==> src/rtl/irqc_pkg.sv <==
// Shared constants for the interrupt aggregator: sizes and register offsets.
package irqc_pkg;
    localparam int NSRC   = 32;
    localparam int ADDR_W = 4;

    localparam logic [ADDR_W-1:0] OFS_PEND   = 4'h0;
    localparam logic [ADDR_W-1:0] OFS_ENABLE = 4'h2;
    localparam logic [ADDR_W-1:0] OFS_URGENT = 4'h3;
    localparam logic [ADDR_W-1:0] OFS_POL    = 4'h4;
    localparam logic [ADDR_W-1:0] OFS_TRIG   = 4'h5;
    localparam logic [ADDR_W-1:0] OFS_MASKED = 4'h6;
endpackage

==> src/rtl/irqc_sync.sv <==
// Two-flop synchroniser for a vector of asynchronous request lines.
// Assumes each bit is independent; no multi-bit coherency is provided.
module irqc_sync #(
    parameter int W = 32
) (
    input  logic         clk,
    input  logic         rst_n,
    input  logic [W-1:0] async_in,
    output logic [W-1:0] sync_out
);
    logic [W-1:0] meta_q;
    logic [W-1:0] stab_q;

    // Two register stages per line to settle metastability.
    always_ff @(posedge clk) begin
        if (!rst_n) begin
            meta_q <= '0;
            stab_q <= '0;
        end else begin
            meta_q <= async_in;
            stab_q <= meta_q;
        end
    end

    assign sync_out = stab_q;
endmodule

==> src/rtl/irqc_detect.sv <==
// Per-source request detector. Produces a one-cycle set strobe per bit:
// continuous while a level source is active, single on a qualifying edge.
// Assumes inputs are already synchronous.
module irqc_detect #(
    parameter int W = 32
) (
    input  logic         clk,
    input  logic         rst_n,
    input  logic [W-1:0] line_in,
    input  logic [W-1:0] pol,
    input  logic [W-1:0] trig,
    output logic [W-1:0] set_vec
);
    logic [W-1:0] prev_q;

    // Remember the previous synchronised sample for edge detection.
    always_ff @(posedge clk) begin
        if (!rst_n) prev_q <= '0;
        else        prev_q <= line_in;
    end

    for (genvar b = 0; b < W; b++) begin : g_bit
        logic at_level;
        logic was_level;
        // Matching level now and one sample earlier decide the strobe.
        always_comb begin
            at_level   = (line_in[b] == pol[b]);
            was_level  = (prev_q[b] == pol[b]);
            set_vec[b] = trig[b] ? (at_level && !was_level) : at_level;
        end
    end


    edge_single_chk: assert property (@(posedge clk) disable iff (!rst_n)
        ((set_vec & trig) != '0) |=> (((set_vec & trig) & $past(set_vec & trig)) == '0)
            || ($past(trig) != trig) || ($past(pol) != pol));
endmodule

==> src/rtl/irqc_regs.sv <==
// Register file for the aggregator: pending (write-one-to-clear),
// enable, urgency-select, polarity and trigger, plus the registered read path.
// Assumes single-cycle write strobe and word addressing.
module irqc_regs
    import irqc_pkg::*;
#(
    parameter int W = NSRC
) (
    input  logic              clk,
    input  logic              rst_n,
    input  logic [ADDR_W-1:0] reg_addr,
    input  logic              reg_wr,
    input  logic [W-1:0]      reg_wdata,
    input  logic              reg_rd,
    output logic [W-1:0]      reg_rdata,
    input  logic [W-1:0]      set_vec,
    output logic [W-1:0]      pend_q,
    output logic [W-1:0]      enable_q,
    output logic [W-1:0]      urgent_q,
    output logic [W-1:0]      pol_q,
    output logic [W-1:0]      trig_q
);
    logic [W-1:0] clr_vec;
    logic [W-1:0] masked;
    logic [W-1:0] rd_mux;

    // Clear mask comes only from a write to the pending offset.
    always_comb begin
        clr_vec = (reg_wr && reg_addr == OFS_PEND) ? reg_wdata : '0;
        masked  = pend_q & enable_q;
    end

    // Pending bits: detected requests take precedence over clears.
    always_ff @(posedge clk) begin
        if (!rst_n) pend_q <= '0;
        else        pend_q <= (pend_q & ~clr_vec) | set_vec;
    end

    // Configuration registers with plain write semantics.
    always_ff @(posedge clk) begin
        if (!rst_n) begin
            enable_q <= '0;
            urgent_q <= '0;
            pol_q    <= '1;
            trig_q   <= '0;
        end else if (reg_wr) begin
            if (reg_addr == OFS_ENABLE) enable_q <= reg_wdata;
            if (reg_addr == OFS_URGENT) urgent_q <= reg_wdata;
            if (reg_addr == OFS_POL)    pol_q    <= reg_wdata;
            if (reg_addr == OFS_TRIG)   trig_q   <= reg_wdata;
        end
    end

    // Read selector; unused offsets return zero.
    always_comb begin
        unique case (reg_addr)
            OFS_PEND:   rd_mux = pend_q;
            OFS_ENABLE: rd_mux = enable_q;
            OFS_URGENT: rd_mux = urgent_q;
            OFS_POL:    rd_mux = pol_q;
            OFS_TRIG:   rd_mux = trig_q;
            OFS_MASKED: rd_mux = masked;
            default:    rd_mux = '0;
        endcase
    end

    // Capture read data on the strobe and hold it otherwise.
    always_ff @(posedge clk) begin
        if (!rst_n)      reg_rdata <= '0;
        else if (reg_rd) reg_rdata <= rd_mux;
    end


    set_wins_chk: assert property (@(posedge clk) disable iff (!rst_n)
        (set_vec != '0) |=> ((pend_q & $past(set_vec)) == $past(set_vec)));


    rise_needs_set_chk: assert property (@(posedge clk) disable iff (!rst_n)
        ((pend_q & ~$past(pend_q) & ~$past(set_vec)) == '0));


    level_hold_chk: assert property (@(posedge clk) disable iff (!rst_n)
        ((set_vec & ~trig_q) != '0) |=>
            ((pend_q & $past(set_vec & ~trig_q)) == $past(set_vec & ~trig_q)));


    reset_clear_chk: assert property (@(posedge clk)
        !rst_n |=> (pend_q == '0 && enable_q == '0 && pol_q == '1));
endmodule

==> src/rtl/irq_aggregator.sv <==
// Top of the interrupt aggregator. Maps source n to bit 31-n, synchronises
// and detects requests, holds the registers and drives two registered outputs.
// Assumes irq_req is asynchronous and the register bus is synchronous to clk.
module irq_aggregator
    import irqc_pkg::*;
(
    input  logic              clk,
    input  logic              rst_n,
    input  logic [NSRC-1:0]   irq_req,
    input  logic [ADDR_W-1:0] reg_addr,
    input  logic              reg_wr,
    input  logic [NSRC-1:0]   reg_wdata,
    input  logic              reg_rd,
    output logic [NSRC-1:0]   reg_rdata,
    output logic              irq_normal,
    output logic              irq_urgent
);
    logic [NSRC-1:0] req_bits;
    logic [NSRC-1:0] sync_bits;
    logic [NSRC-1:0] set_vec;
    logic [NSRC-1:0] pend_q, enable_q, urgent_q, pol_q, trig_q;
    logic [NSRC-1:0] active;

    // Reverse order: source n lands on bit NSRC-1-n.
    for (genvar n = 0; n < NSRC; n++) begin : g_map
        assign req_bits[NSRC-1-n] = irq_req[n];
    end

    irqc_sync #(.W(NSRC)) u_sync (
        .clk(clk), .rst_n(rst_n), .async_in(req_bits), .sync_out(sync_bits)
    );

    irqc_detect #(.W(NSRC)) u_detect (
        .clk(clk), .rst_n(rst_n), .line_in(sync_bits),
        .pol(pol_q), .trig(trig_q), .set_vec(set_vec)
    );

    irqc_regs #(.W(NSRC)) u_regs (
        .clk(clk), .rst_n(rst_n), .reg_addr(reg_addr), .reg_wr(reg_wr),
        .reg_wdata(reg_wdata), .reg_rd(reg_rd), .reg_rdata(reg_rdata),
        .set_vec(set_vec), .pend_q(pend_q), .enable_q(enable_q),
        .urgent_q(urgent_q), .pol_q(pol_q), .trig_q(trig_q)
    );

    // Enabled pending bits feed the output OR trees.
    always_comb active = pend_q & enable_q;

    // Register both outputs, split by urgency select.
    always_ff @(posedge clk) begin
        if (!rst_n) begin
            irq_normal <= 1'b0;
            irq_urgent <= 1'b0;
        end else begin
            irq_normal <= |(active & ~urgent_q);
            irq_urgent <= |(active & urgent_q);
        end
    end


    urgent_route_chk: assert property (@(posedge clk) disable iff (!rst_n)
        $rose(irq_urgent) |-> ($past(pend_q & enable_q & urgent_q) != '0));


    normal_route_chk: assert property (@(posedge clk) disable iff (!rst_n)
        $rose(irq_normal) |-> ($past(pend_q & enable_q & ~urgent_q) != '0));


    out_reset_chk: assert property (@(posedge clk)
        !rst_n |=> (!irq_normal && !irq_urgent));
endmodule

==> config.mk <==
export PLATFORM = sky130hd
export DESIGN_NAME = irq_aggregator
export DESIGN_NICKNAME = d
export VERILOG_FILES = /design/src/rtl/irqc_pkg.sv /design/src/rtl/irqc_sync.sv /design/src/rtl/irqc_detect.sv /design/src/rtl/irqc_regs.sv /design/src/rtl/irq_aggregator.sv
export SDC_FILE = /design/constraint.sdc
export NUM_CORES = 1
export LEC_CHECK = 0
export BUFFER_PORTS_ARGS = -buffer_cell sky130_fd_sc_hd__buf_2
export CAP_MARGIN = 0
export CORE_ASPECT_RATIO = 0.5
export CORE_MARGIN = 2
export CORE_UTILIZATION = 45
export CTS_CLUSTER_SIZE = 30
export DETAILED_ROUTE_END_ITERATION = 10
export SLEW_MARGIN = 20
export SYNTH_ARGS = -nofsm -noshare
export SYNTH_HDL_FRONTEND = slang
export SYNTH_SLANG_ARGS = --single-unit
==> constraint.sdc <==
create_clock -name clk -period 4.3 [get_ports clk]
set_input_delay 0.86 -clock clk [delete_from_list [all_inputs] [get_ports clk]]
set_output_delay 0.86 -clock clk [all_outputs]
set_load 0.01 [all_outputs]
Word level (Yosys, flattened, before mapping)
Cells that the tools add are included.
- register bits: 290
- logic and storage cells: 193
- input bits: 72
- equal/unequal tests: 69
- bitwise gates (word level): 7
- reductions and logical operators: 72
- multiplexer cells: 34
- operators with widths (operator ; count):
    $pmux 32 s6 ; 1
    $and 32x32->32 ; 4
    $eq 1x1->1 ; 64
    $not 32->32 ; 2
    $reduce_or 32->1 ; 2
    $logic_and 1x1->1 ; 33
    $logic_not 1->1 ; 32
    $mux 1 ; 32
    $mux 32 ; 1
    $or 32x32->32 ; 1
    $eq 4x3->1 const B ; 3
    $eq 4x2->1 const B ; 2
    $reduce_and 2->1 ; 4
    $logic_not 4->1 ; 1

Depth between registers and ports, before layout
- depth after elaboration: 6
- depth in mapped cells: 8
- depth with buffers taken out: 4

Modules after synthesis
Synthesis repeated with hierarchy kept, for this count alone.
- cells, all modules: 1367
- area, all modules: 12315.6 µm²
- modules (own cells, without submodules) (module ; times used ; cells each ; sequential area each (µm²) ; area each (µm²)):
    irqc_regs ; 1 ; 941 ; 3843.7 ; 8242.9
    irqc_sync ; 1 ; 134 ; 1281.2 ; 1791.7
    irqc_detect ; 1 ; 195 ; 640.6 ; 1736.7
    irq_aggregator ; 1 ; 97 ; 40.0 ; 544.3

Worst setup path after synthesis
No wires, ideal clock.
- path kind: input -> register
- start point: input port reg_addr[0]
- end point: register u_regs.reg_rdata[30]
- required time: 4183 ps
- stages on the path: 7
- arrival time: 2069 ps
- path slack: 2115 ps
- cell sequence: buf_2 -> inv_2 -> o311a_1 -> and2_1 -> buf_6 -> buf_6 -> a22o_1
- longest elaborated chain between the ends: 2
- elaborated cells between the ends (all ways): 7
- those cells by class: eq/ne: 5; mux: 1; reduce/logical: 1
- ends and longest elaborated chain (item ; RTL line ; text):
    start: declaration ; irq_aggregator.sv:10 ; input logic [ADDR_W-1:0] reg_addr,
    $eq 4x3->1 (tied with other cells) ; irqc_regs.sv:56 ; unique case (reg_addr)
    $pmux 32 s6 (*) ; irqc_regs.sv:56 ;
    end signal: assignment ; irqc_regs.sv:70 ; else if (reg_rd) reg_rdata <= rd_mux;
    end: declaration ; irqc_regs.sv:15 ; output logic [W-1:0] reg_rdata,
Every way passes the cells marked *; elsewhere a longest branch is shown, timed or not.
A chain may end at the register's enable or synchronous reset.

Worst setup path in the final report
- start point: input port reg_addr[1]
- end point: register u_regs.trig_q[5]
- longest elaborated chain between the ends: 2
- ends and longest elaborated chain (item ; RTL line ; text):
    $eq 4x3->1 ; irqc_regs.sv:50 ; if (reg_addr == OFS_TRIG) trig_q <= reg_wdata;
    $reduce_and 2->1 (no source line) ; n/a ;
    end signal: assignment ; irqc_regs.sv:50 ;
    end: declaration ; irqc_regs.sv:21 ; output logic [W-1:0] trig_q
No other way between the ends.

==> impl_metrics.py <==
metrics = {
    "floorplanning": {
        "io_pins": 106,
        "start_util": 0.461,
        "rows": 41,
        "die_x_um": 232,
        "fp.dieH_um": 118,
        "coreArea_um2": 25400,
        "die_area_um2": 27400,
    },
    "clock_network": {
        "clk_transition_reported_paths_ps": 70,
        "cts-resized-gates": 0,
        "post_cts_buffers": 0,
        "clk_latency_ps": 550,
        "cts_buffers": 27,
        "cts_max_path_buffers": 3,
        "cts_tree": "built",
        "ctsHoldBuffers": 0,
        "h-tree-depth": 1,
        "cts_root_buffer": "clkbuf_16",
        "cts.sinks": 290,
    },
    "grt": {
        "grt_pass1_vias": 9997,
        "antenna_found_initial": 2,
        "grtUsageTotal": 0.263,
        "grt_pass1_wl_um": 56300,
        "gr-total-overflow": 0,
        "grt_max_degree": 77,
    },
    "critical_path": {
        "required_ps": 4760,
        "cp_cell_sequence": "buf_2 > nor4bb_2 > buf_4 > and2_1 > buf_4 > nand2_1 > a21oi_1",
        "critPathLaunchType": "input pin",
        "cp_num_buf_inv": 3,
        "slowest_stage": "and2_1",
        "arrival_ps": 3280,
        "max_stage_delay_ps": 640,
        "worstSetupEndpointType": "flip-flop",
        "path_class": "in -> reg",
        "critical_path.top_delay_family": "simple AND/OR/NAND/NOR gates",
        "path_common_cell": "buf_4",
        "cp_max_fo": 40,
    },
    "yosys": {
        "synthCells": 1362,
        "synth.avg_cell_area_um2": 8.60,
        "ys.flop_type": "dfxtp_1",
        "synth-seq-area-share": 0.496,
        "syn_nets": 1434,
        "syn-cell-area_um2": 11700,
        "synth_edf_count": 0,
        "synth_seq_cells": 290,
        "async_flop_share": 0,
        "ys_types": 46,
        "synth_warnings": 0,
    },
    "sta": {
        "fmax_ghz": 0.355,
        "finalMaxSlewViolations": 0,
        "finalSetupTns_ps": 0,
        "max-slew-margin-rel": 0.427,
        "timing.final.crit_share": 0.655,
        "min_period_ps": 2810,
        "fin_hold_ws_ps": 429,
        "rsz0062_at_grt": "false",
        "setup_violations": 0,
        "hold_viol": 0,
        "fin_worst_skew_ps": 11.5,
        "tightestPinTransition_ps": 860,
    },
    "detailed_routing": {
        "wl_met2_um": 15000,
        "route.met3.wl_um": 3470,
        "ant_nets": 0,
        "drcViolationCount": 0,
        "totalWireLength_um": 36400,
        "top_layer": "met5",
        "met1_length_um": 16900,
        "firstDrtPassIters": 6,
        "vias_per_cell": 5.86,
        "via_count": 10600,
        "wl_per_cell_um": 20.2,
        "drtIter0Drc": 1039,
    },
    "layout": {
        "final_common_cell": "nand2_1",
        "drive_above_1_share": 0.136,
        "num-nets-final": 1507,
        "mostFrequentLayoutCells": "293 x nand2_1, 290 x dfxtp_1, 133 x a21oi_1, 104 x buf_2, 99 x and2_1",
        "area_growth_pct": 14.6,
    },
    "placement": {
        "io_buffers": 105,
        "dpl.hpwl_um": 25100,
        "place.gp.congestion": 0.937,
    },
    "power_and_ir_drop": {
        "p_leak_nw": 5.28,
        "p_per_area_nw_per_um2": 427,
        "ir_drop_v": 0.000250,
    },
    "flow_run": {
        "max_cap_viol_count": 0,
    },
    "status": {
        "status": "finished clean",
    },
    "hold_path": {
        "hold_class": "reg -> reg",
    },
}
==> metal layers <==
metal,global-route usage,vias up
met4,0.0781,2
li1,-,4965
met1,0.383,5074
met5,0,-
met2,0.376,440
met3,0.0688,74
==> report_power, final <==
| part | switching, W | internal (W) |
|---|---|---|
| combinational | 0.000225 | 0.000130 |
| sequential | 0.0000746 | 0.00277 |
| clock | 0.00106 | 0.00147 |
| total | 0.00136 | 0.00437 |
==> synthesized netlist by cell type, types with 4 or more instances <==
master | number | area share
o2bb2ai_1 | 4 | 0.0030
a32o_1 | 8 | 0.0068
a31oi_1 | 32 | 0.017
buf_2 | 21 | 0.0090
mux2_2 | 7 | 0.0067
o221ai_1 | 23 | 0.017
and2_1 | 99 | 0.053
nor2b_1 | 35 | 0.019
nand4_1 | 8 | 0.0043
o21ai_0 | 37 | 0.016
nand3_1 | 34 | 0.015
a32oi_1 | 15 | 0.011
dfxtp_1 | 290 | 0.50
a221o_1 | 8 | 0.0068
inv_1 | 34 | 0.011
clkbuf_1 | 60 | 0.019
o31ai_1 | 4 | 0.0026
o211ai_1 | 37 | 0.024
nor4_1 | 9 | 0.0048
mux2i_1 | 21 | 0.018
nor2_1 | 5 | 0.0016
a21oi_1 | 133 | 0.057
a22oi_1 | 22 | 0.014
a221oi_1 | 8 | 0.0060
buf_6 | 9 | 0.0087
nor3_1 | 33 | 0.014
a22o_1 | 20 | 0.015
nand2b_1 | 11 | 0.0059
and3_1 | 10 | 0.0053
o22ai_1 | 14 | 0.0075
nand2_1 | 293 | 0.094
==> state kept, by name, indices dropped and copies added, names as in the netlist <==
| register | cells |
|---|---|
| u_sync.sync_out | 32 |
| irq_urgent | 1 |
| irq_normal | 1 |
| u_regs.pol_q | 32 |
| u_regs.pend_q | 32 |
| u_detect.prev_q | 32 |
| u_sync.meta_q | 32 |
| u_regs.reg_rdata | 32 |
| u_regs.enable_q | 32 |
| u_regs.urgent_q | 32 |
| u_regs.trig_q | 32 |
==> kinds of logic after synthesis <==
group                  Yosys count  synth area share
AO/OA/AOI/OAI                  370             0.207
buffers and inverters          126            0.0484
multiplexers                    28            0.0247
AND/OR/NAND/NOR                548             0.224
flip-flops                     290             0.496
==> final timing paths <==
kind	cells past startpoint	to	startpoint	slack, ps
min reg2reg	1	u_sync.sync_out[15]$_SDFF_PN0_	u_sync.meta_q[15]$_SDFF_PN0_	430
min	1	u_sync.sync_out[15]$_SDFF_PN0_	u_sync.meta_q[15]$_SDFF_PN0_	430
max reg2reg	4	irq_urgent$_SDFF_PN0_	u_regs.pend_q[23]$_SDFF_PN0_	2640
max	7	u_regs.trig_q[5]$_SDFFE_PN0P_	reg_addr[1]	1490
==> cell type report <==
| type | count | area (µm²) |
|---|---|---|
| antenna | 1 | 2.50 |
| fill | 2410 | 12000 |
| tap | 344 | 430 |
| inverter | 36 | 138 |
| clock inverter | 12 | 151 |
| clock buffer | 37 | 793 |
| sequential | 290 | 5810 |
| multi-input combinational | 946 | 5360 |
| timing repair buffer | 134 | 746 |
==> per-stage QoR <==
stage / setup slack [ps] / total power [W] / cell area [µm²] / utilization / instances
after floorplan: 2110 / 0.00309 / 11700 / - / 1362
after global placement: 1130 / 0.00324 / 12500 / 0.491 / 1750
after detailed placement: 980 / 0.00325 / 12500 / 0.491 / 1750
after CTS: 1570 / 0.00577 / 13400 / 0.529 / 1799
after global routing: 1420 / 0.00592 / 13400 / 0.529 / 1800
final: 1490 / 0.00573 / 13400 / 0.529 / 1800
No activity file was read; power rests on OpenSTA's default activity.
